File: config.mk
export PLATFORM = sky130hd
export DESIGN_NAME = upcap_timer
export DESIGN_NICKNAME = d
export VERILOG_FILES = /design/src/rtl/upcap_timer.sv
export SDC_FILE = /design/constraint.sdc
export NUM_CORES = 1
export LEC_CHECK = 0
export ABC_AREA = 1
export BUFFER_PORTS_ARGS = -buffer_cell sky130_fd_sc_hd__clkbuf_2
export CORE_ASPECT_RATIO = 1.4
export CORE_UTILIZATION = 56
export DETAILED_ROUTE_END_ITERATION = 12
export GPL_ROUTABILITY_DRIVEN = 0
export HOLD_SLACK_MARGIN = 0.12
export PLACE_DENSITY = 0.75
export SETUP_SLACK_MARGIN = 0.02
export SYNTH_ARGS = -nofsm -noshare
export SYNTH_HDL_FRONTEND = slang
export SYNTH_SLANG_ARGS = --single-unit
File: constraint.sdc
create_clock -name clk -period 3.7 [get_ports clk]
set_input_delay 0.74 -clock clk [delete_from_list [all_inputs] [get_ports clk]]
set_output_delay 0.74 -clock clk [all_outputs]
set_load 0.02 [all_outputs]
File: src/rtl/upcap_timer.sv
module upcap_timer #(
  parameter int W  = 16,
  parameter int AW = 3
) (
  input  logic          clk,
  input  logic          rst_n,
  input  logic          bus_we,
  input  logic [AW-1:0] bus_addr,
  input  logic [W-1:0]  bus_wdata,
  output logic [W-1:0]  bus_rdata,
  input  logic          cap_pin,
  input  logic          peer_out,
  input  logic          tick_fine,
  input  logic          tick_div4,
  input  logic          tick_div16,
  output logic          irq_pulse,
  output logic          match_pulse
);
  localparam logic [AW-1:0] A_MODE = AW'(0);
  localparam logic [AW-1:0] A_CMP  = AW'(1);
  localparam logic [AW-1:0] A_CAP0 = AW'(2);
  localparam logic [AW-1:0] A_CAP1 = AW'(3);

  logic [1:0]   src_sel, cap_mode;
  logic         run, clr_en;
  logic [W-1:0] cnt, cmp, cap0, cap1;
  logic [2:0]   pin_sy, peer_sy;

  always_ff @(posedge clk) begin
    if (!rst_n) begin
      pin_sy  <= '0;
      peer_sy <= '0;
    end else begin
      pin_sy  <= {pin_sy[1:0], cap_pin};
      peer_sy <= {peer_sy[1:0], peer_out};
    end
  end

  wire pin_rise  =  pin_sy[1]  & ~pin_sy[2];
  wire pin_fall  = ~pin_sy[1]  &  pin_sy[2];
  wire peer_rise =  peer_sy[1] & ~peer_sy[2];
  wire peer_fall = ~peer_sy[1] &  peer_sy[2];

  logic tick_sel;
  always_comb begin
    case (src_sel)
      2'b00:   tick_sel = pin_rise;
      2'b01:   tick_sel = tick_fine;
      2'b10:   tick_sel = tick_div4;
      default: tick_sel = tick_div16;
    endcase
  end

  wire adv     = run & tick_sel;
  wire hit     = (cnt == cmp);
  wire mode_wr = bus_we && bus_addr == A_MODE;
  wire sw_cap  = mode_wr && !bus_wdata[6];
  wire s_rise  = (cap_mode == 2'b11) ? peer_rise : pin_rise;
  wire s_fall  = (cap_mode == 2'b11) ? peer_fall : pin_fall;
  wire cap0_ev = sw_cap | ((cap_mode != 2'b00) & s_rise);
  wire cap1_ev = cap_mode[1] & s_fall;

  assign irq_pulse   = pin_rise;
  assign match_pulse = adv & hit;

  always_ff @(posedge clk) begin
    if (!rst_n) begin
      src_sel  <= 2'b00;
      run      <= 1'b0;
      clr_en   <= 1'b0;
      cap_mode <= 2'b00;
      cmp      <= '0;
      cnt      <= '0;
      cap0     <= '0;
      cap1     <= '0;
    end else begin
      if (mode_wr) begin
        src_sel  <= bus_wdata[1:0];
        run      <= bus_wdata[2];
        clr_en   <= bus_wdata[3];
        cap_mode <= bus_wdata[5:4];
      end
      if (bus_we && bus_addr == A_CMP) cmp <= bus_wdata;
      if (adv) cnt <= (clr_en && hit) ? '0 : cnt + 1'b1;
      if (cap0_ev) cap0 <= cnt;
      if (cap1_ev) cap1 <= cnt;
    end
  end

  always_comb begin
    case (bus_addr)
      A_MODE:  bus_rdata = W'({1'b1, cap_mode, clr_en, run, src_sel});
      A_CMP:   bus_rdata = cmp;
      A_CAP0:  bus_rdata = cap0;
      A_CAP1:  bus_rdata = cap1;
      default: bus_rdata = '0;
    endcase
  end

  a_r3_hold: assert property (@(posedge clk) disable iff (!rst_n)
    !run |=> $stable(cnt));
  a_r4_clear: assert property (@(posedge clk) disable iff (!rst_n)
    (adv && clr_en && hit) |=> cnt == '0);
  a_r4_match_needs_run: assert property (@(posedge clk) disable iff (!rst_n)
    match_pulse |-> run);
  a_r5_wrap: assert property (@(posedge clk) disable iff (!rst_n)
    (adv && cnt == '1 && !(clr_en && hit)) |=> cnt == '0);
  a_r6_no_capture: assert property (@(posedge clk) disable iff (!rst_n)
    (cap_mode == 2'b00 && !mode_wr) |=> ($stable(cap0) && $stable(cap1)));
  a_r8_fall_capture: assert property (@(posedge clk) disable iff (!rst_n)
    (cap_mode == 2'b10 && pin_fall) |=> cap1 == $past(cnt));
  a_r11_irq_single: assert property (@(posedge clk) disable iff (!rst_n)
    irq_pulse |=> !irq_pulse);
endmodule

==> flow_summary_export.csv <==
group,metric,value,unit
run_status,outcome,"finished, final reports clean",
sta,tightest_slew,1.08,ns
finish,drive_above_1_share,17.5,%
sta,rsz0062_at_grt,"no",
critical_path,path_max_fanout,16,
grt,grt_max_degree,64,
sta,hold_violations,0,
power_and_ir_drop,power_density,420,nW/um^2
drt,viasPerCell,5.64,
drt,first_pass_iters,5,
sta,max-slew-margin-rel,28.0,%
clock_network,cts_sinks,76,
clock_network,post_cts_resized,0,
sta,drv_slew,0,
grt,grt_pass1_vias,3222,
yosys,ys_warn_count,0,
drt,antenna_left,0,
critical_path,required,2.96,ns
finish,layout_commonest_cell,"nand2_1",
sta,fin_crit,2.72,ns
finish,final_cell_mix,"nand2_1 (98), dfxtp_1 (76), o21ai_0 (68)",
placement,port_buffers,44,
grt,grt.total_usage,30.9,%
grt,grt_pass1_wl,14800,microns
sta,clock.fmax,367,MHz
floorplan,die_h,95.7,microns
yosys,synth-seq-cells,76,
floorplan,rows,33,
yosys,synth_nets,514,
drt,via_count,3368,
grt,overflow,0,
yosys,synth_cells,486,
critical_path,critPathKind,"primary input to output pin",
drt,wl_per_cell,15.2,microns
clock_network,cts_tree,"built",
finish,num_antenna_cells,0,
min_path,hold_class,"flip-flop to flip-flop",
clock_network,root_buffer,"clkbuf_8",
power_and_ir_drop,ir_drop,0.372,mV
critical_path,worstPathArrival,1.98,ns
placement,hpwl,6320,microns
clock_network,cts_buffers,9,
floorplan,floorplan.initialDensity,59.1,%
yosys,synth.cell_area,3510,sq um
yosys,seq_area_frac_synth,43.3,%
grt,grt_antenna_before_repair,0,
drt,wl,9080,microns
sta,setup_tns,0,ns
finish,fin_util,66.3,%
drt,drt_iter0_drc,290,
floorplan,die-area,6600,sq um
critical_path,critPathLaunchType,"primary input",
sta,fin_crit_sh,73.6,%
floorplan,fp.coreArea,5950,sq um
finish,syn_to_final_growth,12.2,%
clock_network,cts_setup_buffers,0,
clock_network,ctsLongestPathBuffers,2,
clock_network,post_cts_hold_buffer_count,0,
power_and_ir_drop,p_leak,1.66,nW
flow_run,maxCapViolCount,0,
clock_network,cts.htree.levels,3,
sta,skew,0.00999,ns
finish,finish.net_count,550,
clock_network,clk_latency,0.36,ns
yosys,syn-mean-instance-area,7.23,sq um
yosys,synth_cell_types,27,
floorplan,num_io_pins,45,
sta,setup_violations,0,
floorplan,die_x,68.9,microns
critical_path,endpoint_kind,"output pin",
clock_network,clk_pin_slew,0.08,ns
drt,drc_errors,0,
==> cells in the mapped netlist <==
library cell / count / area share, %
nand3_2: 2 / 0.57
o221ai_1: 6 / 1.5
nand2_4: 1 / 0.32
nor2_1: 35 / 3.7
nand4_1: 1 / 0.18
nor4_1: 1 / 0.18
nor3_1: 2 / 0.29
xor2_1: 8 / 2.0
buf_4: 4 / 0.86
ha_1: 1 / 0.36
nand2_1: 98 / 10
nand2_2: 2 / 0.36
inv_2: 10 / 1.1
clkbuf_2: 1 / 0.14
clkbuf_1: 11 / 1.2
buf_12: 1 / 0.57
inv_1: 49 / 5.2
o21ai_0: 68 / 9.7
dfxtp_1: 76 / 43
a22oi_1: 14 / 3.0
nor3_2: 5 / 1.4
a21oi_1: 57 / 8.1
o211ai_1: 4 / 0.86
buf_2: 6 / 0.86
nor2_4: 1 / 0.32
nand3_1: 14 / 2.0
nor2_2: 8 / 1.4
==> state kept, by name (all words and copies together) (netlist names) <==
signal,cells
cap0,16
cap1,16
cmp,16
cnt,16
peer_sy,3
pin_sy,3
cap_mode,2
src_sel,2
clr_en,1
run,1
==> report_power, final <==
group          leakage (nW)  switching [mW]  internal, mW
clock                 0.102           0.310         0.380
combinational         0.938          0.0781        0.0392
sequential            0.616          0.0107         0.836
==> worst max-delay path: stages <==
cell and delay (ns):
clkbuf_2 0.12, nor2_2 0.16, nand2_1 0.40, o21ai_0 0.36, clkbuf_2 0.22
==> through the flow <==
step | std cells | setup WS [ns] | instance area (sq um) | power [mW] | hold slack, ns
global route | 597 | 0.839 | 3940 | 1.71 | 0.453
detailed placement | 581 | 1.03 | 3720 | 0.980 | 0.405
CTS | 597 | 1.00 | 3940 | 1.66 | 0.425
floorplan | 486 | 1.26 | 3510 | 0.942 | 0.390
global placement | 581 | 1.10 | 3720 | 0.978 | 0.406
finish | 597 | 0.976 | 3940 | 1.65 | 0.420
==> metal layers <==
metal  share of wire, %  up-vias  routed length (microns)  GRT usage [%]
met5                  0        -                        0              0
met3                5.9       21                      539           7.94
met1                 40     1537                     3630           33.0
met4                2.5        0                      227           15.8
met2                 52      138                     4690           54.3
li1                   -     1672                        -              -
==> path summary, 6_finish.rpt <==
path | end | cells after the start | slack (ns) | start
worst max-delay path | bus_rdata[10] | 5 | 0.98 | bus_addr[2]
worst min-delay path | pin_sy[1] | 2 | 0.42 | pin_sy[0]
worst max register to register | cnt[10] | 8 | 1.91 | src_sel[0]
worst min register to register | pin_sy[1] | 2 | 0.42 | pin_sy[0]
==> area by class of cell <==
class | count | area (sq um)
repair buffers | 48 | 250
clock inverters | 6 | 88.8
inverters | 59 | 221
well taps | 70 | 87.6
clock buffers | 10 | 128
fillers | 550 | 2010
multi-input cells | 328 | 1640
flip-flops and latches | 76 | 1520
==> cell families after synthesis <==
group | synth area share [%]
AND/OR/NAND/NOR | 21.3
buffers and inverters | 9.90
flip-flops | 43.3
adder cells (fa/ha/maj) | 0.356
AO/OA/AOI/OAI | 23.2
XOR/XNOR | 2.00
(Power assumes the default switching activity.)
